File: src/rtl/spi_cmd_framer.sv
module spi_cmd_framer #(
  parameter int          CNT_W   = 8,
  parameter logic [7:0]  OP_RDSR = 8'h05
) (
  input  logic             clk,
  input  logic             rst_n,
  input  logic             spi_cs_n,
  input  logic             spi_sck,
  input  logic             spi_mosi,
  input  logic             busy,
  output logic             cmd_valid,
  output logic [7:0]       cmd_opcode,
  output logic [CNT_W-1:0] cmd_bytes
);
  localparam logic [CNT_W-1:0] MAXB = {CNT_W{1'b1}};
  localparam logic [1:0] CL_NONE = 2'd0, CL_RD = 2'd1, CL_WR = 2'd2;

  function automatic logic [1:0] op_class(input logic [7:0] op);
    case (op)
      8'h03, 8'h0B, 8'h05, 8'h9F, 8'h3B:                 return CL_RD;
      8'h06, 8'h04, 8'h01, 8'h02, 8'h20, 8'hD8, 8'hC7, 8'h60: return CL_WR;
      default:                                          return CL_NONE;
    endcase
  endfunction

  logic [2:0]       cs_q, sck_q;
  logic [1:0]       mosi_q;
  logic [6:0]       shreg;
  logic [2:0]       bit_cnt;
  logic [CNT_W-1:0] byte_cnt;
  logic [7:0]       opcode_r;

  wire       sck_rise = sck_q[1] & ~sck_q[2];
  wire       cs_rise  = cs_q[1] & ~cs_q[2];
  wire [1:0] cls      = op_class(opcode_r);
  wire       accept   = (byte_cnt != '0) && (cls != CL_NONE) &&
                        (cls == CL_RD || bit_cnt == 3'd0) &&
                        (!busy || opcode_r == OP_RDSR);
  wire [7:0] next_byte = {shreg, mosi_q[1]};

  always_ff @(posedge clk) begin
    if (!rst_n) begin
      cs_q       <= 3'b111;
      sck_q      <= '0;
      mosi_q     <= '0;
      shreg      <= '0;
      bit_cnt    <= '0;
      byte_cnt   <= '0;
      opcode_r   <= '0;
      cmd_valid  <= 1'b0;
      cmd_opcode <= '0;
      cmd_bytes  <= '0;
    end else begin
      cs_q      <= {cs_q[1:0], spi_cs_n};
      sck_q     <= {sck_q[1:0], spi_sck};
      mosi_q    <= {mosi_q[0], spi_mosi};
      cmd_valid <= 1'b0;
      if (cs_q[1]) begin
        bit_cnt  <= '0;
        byte_cnt <= '0;
        if (cs_rise && accept) begin
          cmd_valid  <= 1'b1;
          cmd_opcode <= opcode_r;
          cmd_bytes  <= byte_cnt;
        end
      end else if (sck_rise) begin
        shreg   <= next_byte[6:0];
        bit_cnt <= bit_cnt + 3'd1;
        if (bit_cnt == 3'd7) begin
          if (byte_cnt != MAXB) byte_cnt <= byte_cnt + 1'b1;
          if (byte_cnt == '0)   opcode_r <= next_byte;
        end
      end
    end
  end
endmodule


File: config.mk
export PLATFORM = sky130hd
export DESIGN_NAME = spi_cmd_framer
export DESIGN_NICKNAME = d
export VERILOG_FILES = /design/src/rtl/spi_cmd_framer.sv
export SDC_FILE = /design/constraint.sdc
export NUM_CORES = 1
export LEC_CHECK = 0
export CAP_MARGIN = 5
export CORE_MARGIN = 5
export CORE_UTILIZATION = 23
export CTS_CLUSTER_DIAMETER = 50
export DETAILED_ROUTE_END_ITERATION = 8
export SLEW_MARGIN = 0
export SYNTH_ARGS = -nofsm -noshare
export SYNTH_HDL_FRONTEND = slang
export SYNTH_SLANG_ARGS = --single-unit
File: constraint.sdc
create_clock -name clk -period 4.7 [get_ports clk]
set_input_delay 0.94 -clock clk [delete_from_list [all_inputs] [get_ports clk]]
set_output_delay 0.94 -clock clk [all_outputs]
set_load 0.1 [all_outputs]
# Yosys cells after proc, flatten, opt, wreduce, memory -nomap -nowiden
# Index checks and enable logic that the tools add are counted.
# classes
n_addsub	2
n_mul	0
div	0
magnitude_cmp	0
eq_ne	16
shift	0
mux	2
bitwise	6
n_reduce_logical	19
# op_table
op	count
8-bit by 3-bit == test with 1-bit output (second input constant)	3
8-bit == test (second input constant)	3
8-bit by 2-bit == test with 1-bit output (second input constant)	2
8-bit by 6-bit == test with 1-bit output (second input constant)	2
8-bit by 1-bit adder with 8-bit output (second input constant)	1
8-bit by 1-bit == test with 1-bit output (second input constant)	1
8-bit by 4-bit == test with 1-bit output (second input constant)	1
8-bit by 7-bit == test with 1-bit output (second input constant)	1
8-bit logical NOT	1
8-bit inequality test (second input constant)	1
8-bit nonzero test	1
8-bit OR reduction	1
2-bit AND reduction	3
5-bit OR reduction	1
1-bit logical AND	4
1-bit inverter	4
2-bit one-hot mux with 2 select lines	1
4-bit AND reduction	1
3-bit by 1-bit adder with 3-bit output (second input constant)	1
3-bit == test (second input constant)	1
3-bit logical NOT	1
3-bit AND reduction	1
1-bit AND	2
2-bit by 1-bit == test with 1-bit output (second input constant)	1
5 further kinds	6
# word_totals
regBits	51
latchBits	0
ram_bits	0
romBits	0
input_bits	6
out_inout_bits	17
word_cells	55
n_memories	0

# Depth between registers and ports, before layout
# Gate-level depths: netlist of run 1.
# depth
depth_word	9
mapped_depth	8

# Worst setup path before layout of run 1
# Ideal clock, no wire load.
# synth_path
kind	reg-to-reg
start	reg opcode_r[4]
end	reg cmd_bytes[6]
t_arrival_ns	2.386
required_ns	4.628
setup_slack_ns	2.242
stages_incl_launch_ff	9
path_buffers	2
cell_sequence	dfxtp_1 > buf_6 > or4_4 > nor3_4 > nand3_1 > a2111o_1 > a211oi_4 > buf_8 > mux2i_1
# synth_via
elab_chain_len	9
word_cells_on_any_way	25
# synth_lines
element	line_no	rtl
start: declaration	31	logic [7:0] opcode_r;
start signal: assignment	71	if (byte_cnt == '0) opcode_r <= next_byte;
8-bit by 3-bit == test with 1-bit output, or another cell as far along	19	case (op)
8-bit OR reduction / 5-bit OR reduction (equally long branches)	19	
2-bit one-hot mux with 2 select lines	19	
2-bit by 1-bit == test with 1-bit output / 2-bit nonzero test (equally long branches)	37, 36	
1-bit logical OR / 1-bit logical AND (equally long branches)	37, 36	
1-bit logical AND	36	wire accept = (byte_cnt != '0) && (cls != CL_NONE) &&
1-bit logical AND *	37	(cls == CL_RD || bit_cnt == 3'd0) &&
1-bit logical AND *	61	if (cs_rise && accept) begin
2-bit AND reduction (no line) *	--	
end signal: assignment	64	cmd_bytes <= byte_cnt;
end: declaration	13	output logic [CNT_W-1:0] cmd_bytes
# Mark *: on every way between the ends. The rest lies on a longest branch, timed or not.
# A chain may end at the register's enable or synchronous reset.

# Final worst setup path of run 1
# layout_path
start	reg opcode_r[4]
end	reg cmd_opcode[1]
# layout_via
elab_chain_len	9
word_cells_on_any_way	25
# layout_lines
element	line_no	rtl
8-bit by 3-bit == test with 1-bit output, or another cell as far along	19	
8-bit OR reduction / 5-bit OR reduction (equally long branches)	19	
2-bit one-hot mux with 2 select lines	19	
2-bit by 1-bit == test with 1-bit output / 2-bit nonzero test (equally long branches)	37, 36	
1-bit logical OR / 1-bit logical AND (equally long branches)	37, 36	
1-bit logical AND	36	
1-bit logical AND *	37	
1-bit logical AND *	61	
2-bit AND reduction (no line) *	--	
end signal: assignment	63	cmd_opcode <= opcode_r;
end: declaration	12	output logic [7:0] cmd_opcode,
# Marked as above.

==> results, run 1 <==
- The run finished with clean final reports.
- The number of synthesized flops with an enable pin is 0.
- The via count of the first global-routing pass is 1522.
- Yosys printed 0 warnings.
- The path category of the worst min-delay check is register to register.
- The initial core utilization is 0.2320.
- TritonCTS built the clock tree.
- In this run the static leakage power is 0.9034 nW.
- Synthesis produced a netlist with a net count of 239.
- The summed negative setup slack over all endpoints is 0 ns.
- The detail route stage leaves a number of antenna-violating nets equal to 0.
- After detailed routing, the number of vias per cell comes to 4.077.
- The first global-routing pass estimated 7024 um of wire.
- Setup violations remaining at the end of the flow were counted as 0.
- The worst pin sits at a relative slew slack of 0.2882.
- The total length of routed wires is 4053 um.
- The floorplan core area is 9594 sq um.
- Setup repair after global routing left no endpoint under its margin.
- In this run the cell area of the synthesized design comes to 2226 sq um.
- The register area share after synthesis is 0.4587.
- STA classifies the critical path endpoint as a register.
- The initial antenna violation count came to 0.
- The startpoint identified for the worst register-to-register timing path is opcode_r[4].
- The launching element type of the critical path is a register.
- The launch point of the worst path is opcode_r[4].
- Timing analysis after detailed placement gives a worst setup slack of 1.688 ns.
- The clock tree buffer depth is 2.
- The total via count in the routed design is 1545.
- The clock edge transition at the registers on the reported setup and hold paths is 0.09 ns.
- The estimated wirelength of the detail-placed design is 2978 um.
- The cell total after placement is 372.
- The die covers 11750 sq um.
- Once the clock tree was built, the setup fixing pass inserted 0 buffers.
- The number of clock sinks seen by CTS is 51.
- The placement-stage cell area is 2522 sq um.
- Summed over all instances, the cell type with the most area after synthesis is sky130_fd_sc_hd__dfxtp_1.
- The placer congestion estimate is 0.7404.
- The max-capacitance violation count is 0.
- The number of antenna diodes in the final layout is 0.
- The overall die width is 108.4 um.
- The final count of hold timing violations is 0.
- On the critical path, the stage with the largest delay is an instance of sky130_fd_sc_hd__a211oi_4.
- Across the VDD grid, the largest voltage drop is 0.1435 mV.
- The beginning of the worst hold path is cs_q[0].
- TritonCTS created 5 clock buffers.
- Excluding fillers, the count of instances in the completed layout stands at 379.
- The end-of-flow core utilization is 0.2740.
- The final setup slack of the worst path is 1.791 ns.
- The final worst clock skew is 0.01148 ns.
- The die is 108.4 um tall.
- The total routing usage reported by global routing is 0.07563.
- The worst path in the final design needs a cycle of 2.909 ns, including I/O delays and setup.
- Compared with the post-synthesis result, the final layout area differs by 18.10%.
- After synthesis, the share of flip-flops with an asynchronous set or reset is 0.
- Of the cells placed in the final design, the portion with a size suffix greater than 1 is 0.06504.
- Each instance of the synthesized netlist takes up on average 9.763 sq um.
- The final critical-path share of the clock period is 0.6188.
- Hold is met by 0.4129 ns.
- For this run, design rule violations remaining after detail routing come to 0.
- The power density over the cells is 284.7 nW/um^2.
- The residual overflow from global routing is 0.
- The slew at the pin closest to its max-slew limit is 1.064 ns.
- Along the worst path, the maximum fanout reaches 17.
- By area the synthesized netlist is led by sky130_fd_sc_hd__dfxtp_1 46%, sky130_fd_sc_hd__mux2i_1 14%, sky130_fd_sc_hd__nand2_1 6.2%.
- Entering global routing, the biggest net connects 27 pins.
- The count of buffers added on input and output ports is 22.
- At the end of the flow, the number of nets in the layout was 257.
- The count of routing violations after the opening detailed-route iteration is 63.
- The maximum clock frequency is 0.3438 GHz.
- Counting flops and latches in the post-synthesis netlist gives 51.
- The quantity of hold-fixing buffers added after cts is 0.
- For this run, the detailed router's first-pass iteration total came to 4.
- The number of levels in the clock H-tree is 2.
- Broken down by cell family, the worst path's largest delay share belongs to compound AO/OA/AOI/OAI gates.
- The routed length per placed instance is 10.69 um.
- The post-cts sizing count is 0.
- The number of cell rows is 36.
- Walking the worst path, the cells encountered are or4_4 > or3_1 > a21oi_2 > a2111oi_1 > a211oi_4 > mux2i_1.
- The startpoint-to-endpoint class of the critical path is register to register.
- The worst path arrival time is 3.14 ns.
- Synthesis handed over a netlist of 228 instances.
- On the worst path, the slowest cell contributes a delay of 0.90 ns.
- The number of buffers and inverters on the critical path is 0.
- The required time at the worst-slack endpoint is 4.93 ns.
- The number of distinct library cells after synthesis is 38.
- The tree is rooted in a sky130_fd_sc_hd__clkbuf_8.
- The count of final max-slew check failures is 0.
- In this run the count of I/O pins placed on the die edge is 23.
- The filler cells instantiated in the layout total 1023.
- After layout, the design draws a total of 0.7485 mW.
- The finished cells cover 2629 sq um.
- At the later pin of the worst-skew pair, clock insertion delay measures 0.30 ns.
- The share of Yosys cell area claimed by the top area cell type is 0.4587.
- The most used flip-flop cell after synthesis is sky130_fd_sc_hd__dfxtp_1.
flip-flops by register name (all words and copies together) (netlist names):
signal / cells
bit_cnt: 3
byte_cnt: 8
cmd_bytes: 8
cmd_opcode: 8
cmd_valid: 1
cs_q: 3
mosi_q: 2
opcode_r: 8
sck_q: 3
shreg: 7
final timing paths:
path	to	slack, ns	depth (start not counted)
setup / recovery	cmd_opcode[1]	1.79	6
hold / removal	cs_q[1]	0.41	1
setup reg to reg	cmd_opcode[1]	1.79	6
hold reg to reg	cs_q[1]	0.41	1
layout make-up:
class | instances | area [sq um] | area share
flip-flops and latches | 51 | 1021 | 0.3884
repair buffers | 24 | 235.2 | 0.08948
well taps | 133 | 166.4 | 0.06330
inverters | 6 | 22.52 | 0.008567
multi-input cells | 158 | 1077 | 0.4098
clock buffers | 5 | 68.82 | 0.02618
clock inverters | 2 | 37.54 | 0.01428
synth_stat cells, drive strengths merged (4+ instances only):
master  number
and2         6
inv          6
dfxtp       51
nand3        4
xor2         5
nand4        4
buf          5
nor2b       17
nor2        17
clkbuf       5
nand2       37
ha           5
mux2i       32
and3         5
cell usage in the layout (no fill, tap or decap), types with 2 or more instances in the layout:
| master | count |
|---|---|
| sky130_fd_sc_hd__dfxtp_1 | 51 |
| sky130_fd_sc_hd__nand2_1 | 37 |
| sky130_fd_sc_hd__mux2i_1 | 32 |
| sky130_fd_sc_hd__clkdlybuf4s50_1 | 22 |
| sky130_fd_sc_hd__nor2b_1 | 17 |
| sky130_fd_sc_hd__nor2_1 | 17 |
| sky130_fd_sc_hd__inv_1 | 6 |
| sky130_fd_sc_hd__and2_1 | 6 |
| sky130_fd_sc_hd__xor2_1 | 5 |
| sky130_fd_sc_hd__ha_1 | 5 |
| sky130_fd_sc_hd__clkbuf_8 | 5 |
| sky130_fd_sc_hd__and3_1 | 4 |
| sky130_fd_sc_hd__nand4_1 | 4 |
| sky130_fd_sc_hd__nand3_1 | 4 |
| sky130_fd_sc_hd__xnor2_1 | 3 |
| sky130_fd_sc_hd__nand2b_1 | 3 |
| sky130_fd_sc_hd__a21oi_1 | 2 |
| sky130_fd_sc_hd__o21ai_0 | 2 |
| sky130_fd_sc_hd__buf_4 | 2 |
per-layer routing:
layer  track usage  part of all wire  vias up
li1              -                 -      797
met1       0.09051              0.47      719
met2        0.1230              0.46       20
met3       0.02090             0.042        9
met4       0.04058             0.024        0
met5             0                 0        -
report_power, final:
part / total, mW / switching [mW] / internal, mW
Clock: 0.295 / 0.139 / 0.156
Combinational: 0.0180 / 0.00933 / 0.00866
Sequential: 0.436 / 0.00119 / 0.435
kinds of logic (layout without fill, tap and decap cells):
family	count (synthesis)	after routing	synth area share
fa+ha+maj	5	5	0.02811
flops	51	51	0.4587
mux	32	32	0.1439
xor+xnor	8	8	0.03148
buf+inv	19	37	0.05733
compound gates	11	11	0.04385
simple gates	102	102	0.2367
Note: power is estimated with default switching activity, not from simulation.
==> inputs of run 2 (changes only) <==
- clock period: 4.7 -> 2.8 ns (I/O delays scaled with it)
==> run 2 against run 1 <==
Register-to-register slack worse by 1.4 ns. Sequential share of layout area up 0.45 points. Clock power up 41%. Maximum frequency up 19%. Combinational power up 71%. Wire length down 0.42%. Non-clock buffer count up 4. Critical path depth up 1. First-iteration DRC count down 1.6%. Cell area down 1.1%. Cell count up 1.3%. Count of clock-buffer cells in the layout unchanged. Critical endpoint is now cmd_bytes[3]. Largest cell class unchanged.
==> results, run 2 (synthesized netlist as in run 1, its figures left out) <==
- In the final layout, the share of cells above drive strength 1 is 0.1514.
- The top cell types in the final layout, fill and taps aside, are 51 x sky130_fd_sc_hd__dfxtp_1, 37 x sky130_fd_sc_hd__nand2_1, 32 x sky130_fd_sc_hd__mux2i_1, 23 x sky130_fd_sc_hd__buf_4.
- The total number of nets in the final design is 261.
- The number of search-and-repair iterations in the first detailed-routing pass is 4.
- The TritonCTS clock tree is done.
- Counting buffers and inverters, the worst setup path is 7 cells deep.
- The number of levels in the clock H-tree is 2.
- The flow ran to the end, and the final reports show no timing, DRC or antenna violations.
- The sequential cell area in the final layout is 1021 sq um.
- The number of DRC violations after detailed routing is 0.
- The area of the die is 11750 sq um.
- The final worst clock skew is 0.009942 ns.
- The number of cell rows is 36.
- The placement-stage cell area is 2510 sq um.
- Leaving out filler cells and counting taps, the final layout contains 384.
- The initial antenna violation count is 0.
- In the final layout, the multi-input gates occupy 1077 sq um.
- The count of routing violations after the opening detailed-route iteration is 62.
- The initial core utilization is 0.2320.
- The worst setup path is captured at a register.
- For the worst flop-to-flop path, the logic depth is 7.
- The cell with the largest stage delay on the worst path is sky130_fd_sc_hd__or4_4.
- Summed over all nets, the half-perimeter wirelength after detailed placement is 2872 um.
- The number of fill cells is 1003.
- At the worst endpoint, the arrival time is 2.69 ns.
- The quantity of hold-fixing buffers added after cts is 0.
- After layout, the minimum clock period comes to 2.449 ns.
- Measured against its own limit, the worst slew margin works out to 0.6029.
- The final count of hold timing violations was 0.
- The kind of cell adding the most delay to the critical path is simple AND/OR/NAND/NOR gates.
- The clock edge transition at the registers on the reported setup and hold paths is 0.10 ns.
- After global routing the overflow that remains totals 0.
- For the pin with the worst max-slew slack, the measured transition is 0.5942 ns.
- The clock tree buffer depth is 2.
- The global-route wire length before repair is 6948 um.
- The launching element type of the critical path is a register.
- The number of buffers and inverters on the critical path is 1.
- The via count of the first global-routing pass is 1509.
- Summing all non-filler instances in the final layout gives an area of 2599 sq um.
- The maximum number of pins on one net before global-route repair is 34.
- The required time at the worst-slack endpoint is 3.04 ns.
- The total setup buffers inserted after CTS is 0.
- For this design the ratio of total power to cell area is 453.7 nW/um^2.
- The count of final max-slew check failures is 0.
- The cell at the root of the clock tree is sky130_fd_sc_hd__clkbuf_8.
- The worst setup path is of the register to register kind.
- At the later pin of the worst-skew pair, clock insertion delay measures 0.30 ns.
- Hold timing on the final database bottoms out at a slack of 0.4224 ns.
- The number of clock sinks seen by CTS is 51.
- On the worst path, the slowest cell contributes a delay of 0.58 ns.
- The number of clock buffers added by TritonCTS is 5.
- The analysis attributes to cell leakage a power of 0.9503 nW.
- The area added between synthesis and finish is 16.75%.
- The tool flagged a number of max-cap violations equal to 0.
- The signal on the critical path passes through or4_4 > nor3_4 > nand3_1 > a2111o_1 > a211oi_4 > buf_4 > mux2i_1.
- Setup repair after global routing left no endpoint under its margin.
- Counting instances, the worst hold path has a depth of 1.
- Once placement completed, the tool counted placed cells totaling 376.
- The min-delay analysis places its worst path in the category register to register.
- The routed length per placed instance is 10.51 um.
- The total via count in the routed design is 1538.
- The placer congestion estimate is 0.8485.
- For this run, the top clock speed supported by timing is 0.4084 GHz.
- The floorplan core area is 9594 sq um.
- The summed negative setup slack over all endpoints is 0 ns.
- The total routing usage reported by global routing is 0.07425.
- Input and output buffers added on the ports amount to 22.
- After detailed routing, the total wire length is 4036 um.
- The antenna cell count is 0.
- In this run the vertical extent of the chip is 108.4 um.
- Setup violations remaining at the end of the flow were counted as 0.
- The die is 108.4 um wide.
- Post-CTS repair changed the size of 0 cells.
- The critical-path maximum fanout is 13.
- The final critical-path share of the clock period is 0.8746.
- Dividing the detail-routed via count by the number of cells gives 4.005.
- Once detail routing completed, the nets flagged for antenna violations numbered 0.
- 23 I/O pins were placed.
- The most common cell after layout, fill and taps aside is sky130_fd_sc_hd__dfxtp_1.
- Across the VDD grid, the largest voltage drop is 0.1572 mV.
## run 2: cell types whose count changed in the layout (fill, tap and decap cells not counted)
cell                              before  now
sky130_fd_sc_hd__buf_4                 2   23
sky130_fd_sc_hd__bufinv_16             1    0
sky130_fd_sc_hd__clkdlybuf4s50_1      22    5
sky130_fd_sc_hd__clkinv_2              0    1
sky130_fd_sc_hd__clkinvlp_4            1    2
## run 2: final timing paths
path	start	slack [ns]	to
max	opcode_r[4]	0.35	cmd_bytes[3]
min	cs_q[0]	0.42	cs_q[1]
max reg2reg	opcode_r[4]	0.35	cmd_bytes[3]
min reg2reg	cs_q[0]	0.42	cs_q[1]
## run 2: layout make-up
class	instances	share of cell area
clock buffers	5	0.02648
clock inverters	3	0.007703
inverters	6	0.008666
multi-input cells	158	0.4145
flip-flops and latches	51	0.3929
well taps	133	0.06403
repair buffers	28	0.08570
## run 2: routing by layer
metal | share of wire | GRT usage | wire, um
met1 | 0.48 | 0.09088 | 1948
met2 | 0.45 | 0.1155 | 1832
met3 | 0.034 | 0.01851 | 139
met4 | 0.029 | 0.04869 | 116
met5 | 0 | 0 | 0
## run 2: report_power, final
| part | total, mW | internal, mW | switching (mW) | leakage (nW) |
|---|---|---|---|---|
| logic | 0.0307 | 0.0147 | 0.0160 | 0.498 |
| registers | 0.731 | 0.730 | 0.00188 | 0.412 |
| clock network | 0.417 | 0.174 | 0.243 | 0.0402 |
| total | 1.18 | 0.918 | 0.261 | 0.950 |
## run 2: per-stage QoR
stage,setup WS [ns],total power [mW],util
final,0.3512,1.179,0.2709
after global routing,0.2363,1.235,0.2709
after CTS,0.3342,1.200,0.2709
after detailed placement,0.3512,0.7801,0.2616
after global placement,0.4582,0.7797,0.2616
after floorplan,0.3421,0.7685,-
## run 2: worst reg2reg max path, stage by stage, from the launching register on
cell and delay (ns):
sky130_fd_sc_hd__dfxtp_1 0.40, sky130_fd_sc_hd__or4_4 0.58, sky130_fd_sc_hd__nor3_4 0.16, sky130_fd_sc_hd__nand3_1 0.10
sky130_fd_sc_hd__a2111o_1 0.47, sky130_fd_sc_hd__a211oi_4 0.18, sky130_fd_sc_hd__buf_4 0.29, sky130_fd_sc_hd__mux2i_1 0.22
